**src/rtl/saveMemPkg.sv**
```systemverilog
package saveMemPkg;

  typedef enum logic [1:0] {
    PH_OPCODE,
    PH_ADDR,
    PH_DATA
  } phase_t;

  typedef enum logic [1:0] {
    TX_ONES,
    TX_STATUS,
    TX_MEM
  } txSel_t;

  // strobes from the command control to the storage datapath
  typedef struct packed {
    logic clrAddr;
    logic addrShift;
    logic incAddr;
    logic memWrite;
    logic setWel;
    logic clrWel;
  } dpStrobe_t;

  localparam logic [7:0] OP_WRITE  = 8'h02;
  localparam logic [7:0] OP_READ   = 8'h03;
  localparam logic [7:0] OP_WRDIS  = 8'h04;
  localparam logic [7:0] OP_RDSTAT = 8'h05;
  localparam logic [7:0] OP_WREN   = 8'h06;

endpackage

```
**src/rtl/saveMemCtrl.sv**
```systemverilog
module saveMemCtrl
  import saveMemPkg::*;
#(
  parameter int ADDR_BYTES  = 2,
  parameter int SYNC_STAGES = 2
) (
  input  logic       clk,
  input  logic       rstN,
  input  logic       csN,
  input  logic       sck,
  input  logic       mosi,
  input  logic [7:0] statusByte,
  input  logic [7:0] rdByte,
  output dpStrobe_t  strobe,
  output logic [7:0] rxByte,
  output logic       miso
);

  localparam int ALW = (ADDR_BYTES > 2) ? $clog2(ADDR_BYTES) : 1;

  logic [SYNC_STAGES-1:0] csPipe, sckPipe, mosiPipe;
  logic csS, sckS, mosiS, csPrev, sckPrev;
  logic csActive, csRise, sckRise, sckFall, byteDone;

  logic [2:0]     bitCnt;
  logic [6:0]     rxShift;
  logic [7:0]     txShift, txByte;
  logic [7:0]     opcode, opcodeNext;
  phase_t         phase, phaseNext;
  logic [ALW-1:0] addrLeft, addrLeftNext;
  txSel_t         txSel;

  // input synchronizers
  always_ff @(posedge clk or negedge rstN) begin
    if (!rstN) begin
      csPipe   <= '1;
      sckPipe  <= '0;
      mosiPipe <= '0;
      csPrev   <= 1'b1;
      sckPrev  <= 1'b0;
    end else begin
      csPipe   <= {csPipe[SYNC_STAGES-2:0], csN};
      sckPipe  <= {sckPipe[SYNC_STAGES-2:0], sck};
      mosiPipe <= {mosiPipe[SYNC_STAGES-2:0], mosi};
      csPrev   <= csS;
      sckPrev  <= sckS;
    end
  end

  assign csS      = csPipe[SYNC_STAGES-1];
  assign sckS     = sckPipe[SYNC_STAGES-1];
  assign mosiS    = mosiPipe[SYNC_STAGES-1];
  assign csActive = !csS;
  assign csRise   = csS && !csPrev;
  assign sckRise  = csActive && sckS && !sckPrev;
  assign sckFall  = csActive && !sckS && sckPrev;
  assign byteDone = sckRise && (bitCnt == 3'd7);
  assign rxByte   = {rxShift, mosiS};

  // command decode
  always_comb begin
    strobe       = '0;
    txSel        = TX_ONES;
    phaseNext    = phase;
    addrLeftNext = addrLeft;
    opcodeNext   = opcode;
    if (csRise && opcode == OP_WRITE) strobe.clrWel = 1'b1;
    if (byteDone) begin
      unique case (phase)
        PH_OPCODE: begin
          opcodeNext     = rxByte;
          strobe.clrAddr = 1'b1;
          phaseNext      = PH_DATA;
          case (rxByte)
            OP_WREN:   strobe.setWel = 1'b1;
            OP_WRDIS:  strobe.clrWel = 1'b1;
            OP_RDSTAT: txSel = TX_STATUS;
            OP_READ, OP_WRITE: begin
              phaseNext    = PH_ADDR;
              addrLeftNext = ALW'(ADDR_BYTES - 1);
            end
            default: ;
          endcase
        end
        PH_ADDR: begin
          strobe.addrShift = 1'b1;
          if (addrLeft == '0) begin
            phaseNext = PH_DATA;
            if (opcode == OP_READ) txSel = TX_MEM;
          end else begin
            addrLeftNext = addrLeft - 1'b1;
          end
        end
        default: begin
          case (opcode)
            OP_READ: begin
              strobe.incAddr = 1'b1;
              txSel          = TX_MEM;
            end
            OP_WRITE: begin
              strobe.memWrite = 1'b1;
              strobe.incAddr  = 1'b1;
            end
            OP_RDSTAT: txSel = TX_STATUS;
            default: ;
          endcase
        end
      endcase
    end
  end

  always_comb begin
    unique case (txSel)
      TX_STATUS: txByte = statusByte;
      TX_MEM:    txByte = rdByte;
      default:   txByte = 8'hFF;
    endcase
  end

  // byte framing and shift registers
  always_ff @(posedge clk or negedge rstN) begin
    if (!rstN) begin
      bitCnt   <= '0;
      rxShift  <= '0;
      txShift  <= 8'hFF;
      opcode   <= '0;
      phase    <= PH_OPCODE;
      addrLeft <= '0;
    end else if (!csActive) begin
      bitCnt   <= '0;
      txShift  <= 8'hFF;
      opcode   <= '0;
      phase    <= PH_OPCODE;
      addrLeft <= '0;
    end else begin
      if (sckRise) begin
        rxShift <= rxByte[6:0];
        bitCnt  <= bitCnt + 3'd1;
      end
      if (byteDone) begin
        phase    <= phaseNext;
        opcode   <= opcodeNext;
        addrLeft <= addrLeftNext;
        txShift  <= txByte;
      end else if (sckFall && bitCnt != 3'd0) begin
        txShift <= {txShift[6:0], 1'b1};
      end
    end
  end

  assign miso = txShift[7];

  AST_IDLE_CLEARS: assert property (@(posedge clk) disable iff (!rstN)
    !csActive |=> (bitCnt == 3'd0 && txShift == 8'hFF && phase == PH_OPCODE));

  AST_WRITE_ONLY_IN_DATA: assert property (@(posedge clk) disable iff (!rstN)
    strobe.memWrite |-> (opcode == OP_WRITE && phase == PH_DATA));

  AST_ADDR_PHASE_ONES: assert property (@(posedge clk) disable iff (!rstN)
    (csActive && phase == PH_ADDR) |-> (txShift == 8'hFF));

endmodule

```
**src/rtl/saveMemDatapath.sv**
```systemverilog
module saveMemDatapath
  import saveMemPkg::*;
#(
  parameter int DEPTH = 256
) (
  input  logic       clk,
  input  logic       rstN,
  input  dpStrobe_t  strobe,
  input  logic [7:0] rxByte,
  output logic [7:0] statusByte,
  output logic [7:0] rdByte
);

  localparam int IDX_W = $clog2(DEPTH);

  logic [IDX_W-1:0] addrAcc, rdIdx;
  logic             wel;
  logic [7:0]       mem [DEPTH];

  // only the low IDX_W bits of the shifted address survive: modulo DEPTH
  always_comb begin
    if (strobe.addrShift)     rdIdx = IDX_W'({addrAcc, rxByte});
    else if (strobe.incAddr)  rdIdx = addrAcc + IDX_W'(1);
    else                      rdIdx = addrAcc;
  end

  always_ff @(posedge clk or negedge rstN) begin
    if (!rstN) begin
      addrAcc <= '0;
      wel     <= 1'b0;
    end else begin
      if (strobe.clrAddr) addrAcc <= '0;
      else                addrAcc <= rdIdx;
      if (strobe.setWel)      wel <= 1'b1;
      else if (strobe.clrWel) wel <= 1'b0;
    end
  end

  always_ff @(posedge clk or negedge rstN) begin
    if (!rstN) begin
      for (int i = 0; i < DEPTH; i++) mem[i] <= 8'hFF;
    end else if (strobe.memWrite && wel) begin
      mem[addrAcc] <= rxByte;
    end
  end

  assign statusByte = {6'b0, wel, 1'b0};
  assign rdByte     = mem[rdIdx];

  AST_WEL_SET: assert property (@(posedge clk) disable iff (!rstN)
    strobe.setWel |=> wel);

  AST_WEL_CLEAR: assert property (@(posedge clk) disable iff (!rstN)
    (strobe.clrWel && !strobe.setWel) |=> !wel);

  AST_ADDR_STEP: assert property (@(posedge clk) disable iff (!rstN)
    (strobe.incAddr && !strobe.clrAddr) |=> addrAcc == $past(addrAcc) + IDX_W'(1));

  AST_WRITE_GUARDED: assert property (@(posedge clk) disable iff (!rstN)
    (strobe.memWrite && !wel) |=> mem[$past(addrAcc)] == $past(mem[addrAcc]));

endmodule

```
**src/rtl/saveMemSpi.sv**
```systemverilog
module saveMemSpi
  import saveMemPkg::*;
#(
  parameter int DEPTH       = 256,
  parameter int FLASH_TYPE  = 0,
  parameter int SYNC_STAGES = 2
) (
  input  logic clk,
  input  logic rstN,
  input  logic csN,
  input  logic sck,
  input  logic mosi,
  output logic miso
);

  localparam int ADDR_BYTES = (FLASH_TYPE != 0) ? 3 : 2;

  dpStrobe_t  strobe;
  logic [7:0] rxByte, statusByte, rdByte;

  saveMemCtrl #(
    .ADDR_BYTES (ADDR_BYTES),
    .SYNC_STAGES(SYNC_STAGES)
  ) u_ctrl (
    .clk       (clk),
    .rstN      (rstN),
    .csN       (csN),
    .sck       (sck),
    .mosi      (mosi),
    .statusByte(statusByte),
    .rdByte    (rdByte),
    .strobe    (strobe),
    .rxByte    (rxByte),
    .miso      (miso)
  );

  saveMemDatapath #(
    .DEPTH(DEPTH)
  ) u_dp (
    .clk       (clk),
    .rstN      (rstN),
    .strobe    (strobe),
    .rxByte    (rxByte),
    .statusByte(statusByte),
    .rdByte    (rdByte)
  );

endmodule

```
**config.mk**
```make
export PLATFORM = sky130hd
export DESIGN_NAME = saveMemSpi
export DESIGN_NICKNAME = d
export VERILOG_FILES = /design/src/rtl/saveMemPkg.sv /design/src/rtl/saveMemCtrl.sv /design/src/rtl/saveMemDatapath.sv /design/src/rtl/saveMemSpi.sv
export SDC_FILE = /design/constraint.sdc
export NUM_CORES = 2
export LEC_CHECK = 0
export BUFFER_PORTS_ARGS = -buffer_cell sky130_fd_sc_hd__buf_2
export CAP_MARGIN = 20
export CORE_AREA = 2 2 327 491
export CTS_BUF_LIST = sky130_fd_sc_hd__clkbuf_16
export DETAILED_ROUTE_END_ITERATION = 10
export DIE_AREA = 0 0 329 493
export PLACE_DENSITY = 0.8
export RECOVER_POWER = 25
export SYNTH_ARGS = -nofsm -noshare
export SYNTH_HDL_FRONTEND = slang
export SYNTH_SLANG_ARGS = --single-unit
```
**constraint.sdc**
```tcl
create_clock -name clk -period 4.05 [get_ports clk]
set_input_delay 0.6075 -clock clk [delete_from_list [all_inputs] [get_ports clk]]
set_output_delay 0.6075 -clock clk [all_outputs]
set_load 0.01 [all_outputs]
```
After elaboration in Yosys (flattened, before gate mapping)
Cells that the tools add are included.
Storage, ports and cells
  output and inout port bits: 1
  flip-flop bits (word level): 2094
  word-level logic and storage cells: 367
Cells by class
  multiplexer cells: 46
  bitwise gates (word level): 3
  eq/ne operators: 14
  $lt $le $gt $ge: 3
  $add $sub $neg: 3
  reductions and logical operators: 29
Operator list (count)
  $bwmux W2048: 1
  $mux W8: 12
  $bmux W8 S8: 1
  $demux W8 S8: 1
  $eq A8 B2 Y1 const B: 4
  $eq A8 B3 Y1 const B: 4
  $ge A9 B9 Y1 const B: 2
  $mux W2: 9
  $not A8 Y9: 2
  $pmux W8 S2: 1
  $mux W1: 14
  $pmux W2 S2: 3
  $logic_and A1 B1 Y1: 10
  $lt A9 B1 Y1 const B: 1
  $reduce_bool A3 Y1: 3
  $add A8 B1 Y8 const B: 1
  $reduce_bool A2 Y1: 4
  $mux W3: 2
  $mux W6: 1
  $ne A3 B2 Y1 const B: 2
  $reduce_and A3 Y1: 2
  $reduce_or A2 Y1: 3
  $eq A2 B1 Y1 const B: 2
  $logic_not A1 Y1: 4
  other kinds (8): 9

Logic depth before layout (Yosys ltp)
  word-level depth: 16
  depth in mapped cells: 19
  mapped depth without buffers: 13

By module
From an unflattened synthesis, not the netlist that was laid out.
Unflattened totals
  cells, all modules: 6907
  area total of the unflattened synthesis: 98893.6 um2
By module, submodules not included
  saveMemDatapath: area an instance 97024.3 um2, instances 1, cells an instance 6745
  saveMemCtrl: area an instance 1869.3 um2, instances 1, cells an instance 162

Worst setup path after synthesis
OpenSTA, ideal clock, no wires.
  path kind: register to register
  start point: register u_ctrl.bitCnt[0]
  end point: register u_ctrl.txShift[6]
  data arrival time: 3342 ps
  cell stages (with the launch flop): 16
  path slack: 629 ps
  required time: 3971 ps
  path buffers: 5
  period minus slack after synthesis: 3421 ps
  path through: dfrtp_1 > ha_1 > ha_1 > and4bb_2 > buf_2 > mux2i_1 > a2111oi_2 > buf_4 > buf_2 > buf_2 > buf_2 > mux2i_1 > o22ai_1 > a311oi_1 > o211ai_1 > a41o_1
Between the ends
  word-level cells in the longest chain between the ends: 12
RTL lines
  start, declared: RTL line saveMemCtrl.sv:25  | logic [2:0] bitCnt;
  start signal, assigned: RTL line saveMemCtrl.sv:138  | bitCnt <= bitCnt + 3'd1;
  $eq A3 B3 Y1: RTL line saveMemCtrl.sv:57  | assign byteDone = sckRise && (bitCnt == 3'd7);
  $logic_and A1 B1 Y1: RTL line saveMemCtrl.sv:57
  $mux W6: RTL line saveMemCtrl.sv:68  | if (byteDone) begin
  $mux W8: RTL line saveMemDatapath.sv:23  | else if (strobe.incAddr) rdIdx = addrAcc + IDX_W'(1);
  $mux W8: RTL line saveMemDatapath.sv:22  | if (strobe.addrShift) rdIdx = IDX_W'({addrAcc, rxByte});
  $not A8 Y9 (not written as such): RTL line saveMemDatapath.sv:48  | assign rdByte = mem[rdIdx];
  $bmux W8 S8: RTL line saveMemDatapath.sv:48
  $mux W8 (not written as such) (2 in a row): RTL line saveMemDatapath.sv:48
  $pmux W8 S2: RTL line saveMemCtrl.sv:113  | unique case (txSel)
  $mux W8: RTL line saveMemCtrl.sv:140  | if (byteDone) begin
  $mux W8: RTL line saveMemCtrl.sv:129  | end else if (!csActive) begin
  end signal, assigned: RTL line saveMemCtrl.sv:144  | txShift <= txByte;
  end signal, assigned: RTL line saveMemCtrl.sv:146  | txShift <= {txShift[6:0], 1'b1};
  end, declared: RTL line saveMemCtrl.sv:27  | logic [7:0] txShift, txByte;
Several ways; a longest one is shown, not always the timed one. The select of a mux whose other input is x is not followed.
A chain may end at the register's enable or synchronous reset.

Worst setup path in the final report
  start point: register u_ctrl.bitCnt[1]
  end point: register u_ctrl.txShift[7]
Same word-level chain as after synthesis.

==> results.md <==
* Final setup violation count at 11
* DRC viols at 0
* Critical Path RT at 4840 ps
* Ys async rst share at 100.0%
* GRT Resource Usage Total at 41.07%
* Internal power at 30.99 mW
* Clk pwr share at 41.9%
* Crit Path Max Fanout at 15
* Pre-CTS setup slack at -791.9 ps
* Worst skew pair latency at 900 ps
* Via/cell ratio at 6.738
* Sequential Power Share at 50.0%
* First-pass GRT wire length at 497.3 mm
* Net Sw Power at 11.37 mW
* Arr. time, crit path at 5040 ps
* Area Growth Syn to Fin at 16.29%
* FILL cells at 9899
* Layout cells sized above 1 at 61.33%
* Biggest cell delay along the critical path at 350 ps
* FMAX at 235.6 MHz
* Seq/Total Area, Yosys at 54.57%
* RSZ-0062 raised after global routing: yes
* Total design power at 42.37 mW
* Number of global-route vias before repair at 77849
* Antenna violations before repair at 11
* Nets at 8944
* CTS sink cnt at 2094
* Die width at 329 um
* Row cnt at 179
* Max transition margin at -63.55%
* Via count at 75289
* Fin Hold WS at 352.5 ps
* Clock slew at reported path FFs at 60 ps
* Cell Area, Synth at 0.1007 mm2
* WS Path Type: register to register
* Largest net degree at the start of global routing at 206
* CTS root buf: clkbuf_16
* Pre-antenna DRT Iters at 6
* Worst slew pin tran at 2453 ps
* Startpoint types: register
* Crit-path cells: ha_2 > ha_4 > buf_6 > nand4bb_1 > buf_6 > buf_6 > nor4_4 > mux2i_2 > buf_4 > o21ai_4 > buf_6 > buf_12 > buf_12 > o221ai_4 > o32ai_2 > o2111ai_1 > buf_4 > o31a_1 > nand4_1 > o2111ai_2
* Gr ovfl total at 0
* Failing checks: capacitance limit, slew limit, setup timing
* Number of DRC markers in iteration 0 at 7808
* Worst hold path type: primary input to register
* Setup ws final at -193.7 ps
* Most common cell on crit path: buf_6
* Synth top area share at 53.70%
* Synth area leaders: dfstp_2 (54%), mux2_2 (23%), nand2_1 (4.7%)
* RePlAce Congestion at 0.9890
* YS warnings at 0
* Post-route ant nets at 0
* Pleak at 48.68 nW
* Clock H-tree levels at 4
* Synthesized area per cell at 12.04 um2
* Final number of hold-violating endpoints at 0
* Post-synth EDFFs at 0
* Die Y-Extent at 493 um
* Total CTS buffers at 188
* Multi-input gate area at 0.04399 mm2
* Top FF cell, synth: dfstp_2
* Yosys cell types at 80
* CTS tree: done
* Commonest non-fill, non-tap cell in the layout: mux2_2
* DP HPWL at 217.5 mm
* Max-slew violation count at 922
* Max cap viols at 10
* Critical Path End Type: register
* Final wirelength at 336.0 mm
* Core Region at 0.1579 mm2
* Crit-path leading delay family: buffers and inverters
* DIE AREA at 0.1622 mm2
* Crit path time final at 4244 ps
* Most frequent cells in the layout: mux2_2 (2061), dfstp_2 (2058), nand2_1 (1251), buf_4 (828), nand3_1 (521)
* #FFs+latches synth at 2094
* Gate Count Post-Synth at 8367
* Clk_skew at 42.51 ps
* CP bufs+invs at 8
* Wire length per cell at 30.07 um
* Switching share of power at 26.85%
* Register area at 0.05501 mm2
* Crit-path slowest cell: dfrtp_1
* Synthesized net count at 8381
* Yosys top cell by area: dfstp_2
* Combinational power share at 8.1%
* Status: complete, but fails checks
* Peak supply drop at 0.0006331 V
* Period utilization at 104.8%
* Initial Utilization at 63.81%
* Port bufs at 5
* Clk buf depth at 3
* Pwr/cell area at 361.6 mW/mm2
* Ports at 6
[power by group through the flow]
stage | clock network (mW) | logic (mW) | registers, mW
2_1_floorplan | 0 | 1.63 | 21.4
3_5_place_dp | 0 | 3.29 | 21.5
5_1_grt | 18.6 | 3.52 | 21.2
6_report | 17.8 | 3.43 | 21.2
3_3_place_gp | 0 | 3.22 | 21.5
4_1_cts | 17.8 | 3.31 | 21.2
[final timing paths]
kind | slack, ps | cells after the start | from | end
min in group asynchronous | 1210 | 1 | rstN | u_dp.mem[197]
max reg2reg | -190 | 20 | u_ctrl.bitCnt[1] | u_ctrl.txShift[7]
max | -190 | 20 | u_ctrl.bitCnt[1] | u_ctrl.txShift[7]
min reg2reg | 380 | 0 | u_ctrl.mosiPipe[0] | u_ctrl.mosiPipe[1]
max in group asynchronous | 480 | 3 | rstN | u_dp.addrAcc[3]
min | 350 | 2 | sck | u_ctrl.sckPipe[0]
[metal layers]
metal	up-vias	global-route usage, %	routed length (um)
met2	4238	63.11	155600
li1	30863	-	-
met1	38637	48.14	116700
met5	-	0	73
met3	1539	10.02	30040
met4	12	35.75	33540
[sequential cells by signal, indices dropped and copies added, names as in the netlist, 3 cells and up]
register and count:
u_dp.mem 2048, u_ctrl.opcode 8, u_ctrl.txShift 8, u_dp.addrAcc 8, u_ctrl.rxShift 7, u_ctrl.bitCnt 3
[cell type report]
cell class                      count  area share [%]
Inverter                           15         0.04806
Multi-Input combinational cell   5611           37.55
Timing Repair Buffer             1020           8.105
Clock buffer                      192           4.101
Sequential cell                  2094           46.95
Antenna cell                        6         0.01282
Tap cell                         2081           2.222
Clock inverter                    154           1.011
[synth_stat cells (7+ instances only)]
master,number
a211oi_1,20
a21oi_1,223
a221oi_1,16
a22oi_1,22
a311oi_1,31
a31oi_1,77
a32oi_1,8
a41oi_1,16
and3_1,19
buf_1,45
buf_2,186
buf_4,46
clkbuf_1,368
dfrtp_1,35
dfstp_2,2059
ha_1,9
inv_1,15
mux2_2,2061
mux2i_1,431
nand2_1,1256
nand2b_1,15
nand3_1,537
nand4_1,61
nor2_1,329
nor2b_1,11
nor3_1,59
nor4_1,19
o2111ai_1,16
o211ai_1,23
o21ai_0,81
o221ai_1,97
o22ai_1,63
or4_1,7
[per-stage QoR]
| step | util [%] | setup TNS (ps) | instance area [um2] | std cells |
|---|---|---|---|---|
| after floorplan | - | 0 | 100700 | 8367 |
| after global placement | 69.31 | -3423 | 109400 | 10748 |
| after detailed placement | 69.31 | -3463 | 109400 | 10748 |
| after global routing | 74.19 | -1133 | 117100 | 11168 |
| final | 74.20 | -807.0 | 117200 | 11173 |
| after CTS | 73.87 | -27.86 | 116600 | 11148 |
[timing repair]
action	CTS	global route
pin swaps	38	44
setup buffers	48	16
hold buffers	3	0
gates cloned	8	3
hold endpoints to repair	3	0
gates resized for setup	120	106
setup endpoints to repair	12	15
[cell families after synthesis]
| family | Yosys count | synth area share [%] |
|---|---|---|
| muxes | 2493 | 27.33 |
| adders and majority gates | 9 | 0.1118 |
| buffers and inverters | 662 | 2.884 |
| xor gates and xnor gates | 3 | 0.02609 |
| and+or+nand+nor | 2343 | 9.976 |
| AOI/OAI and AO/OA | 763 | 5.101 |
| DFF | 2094 | 54.57 |
Power figures use the tool's default switching activity.
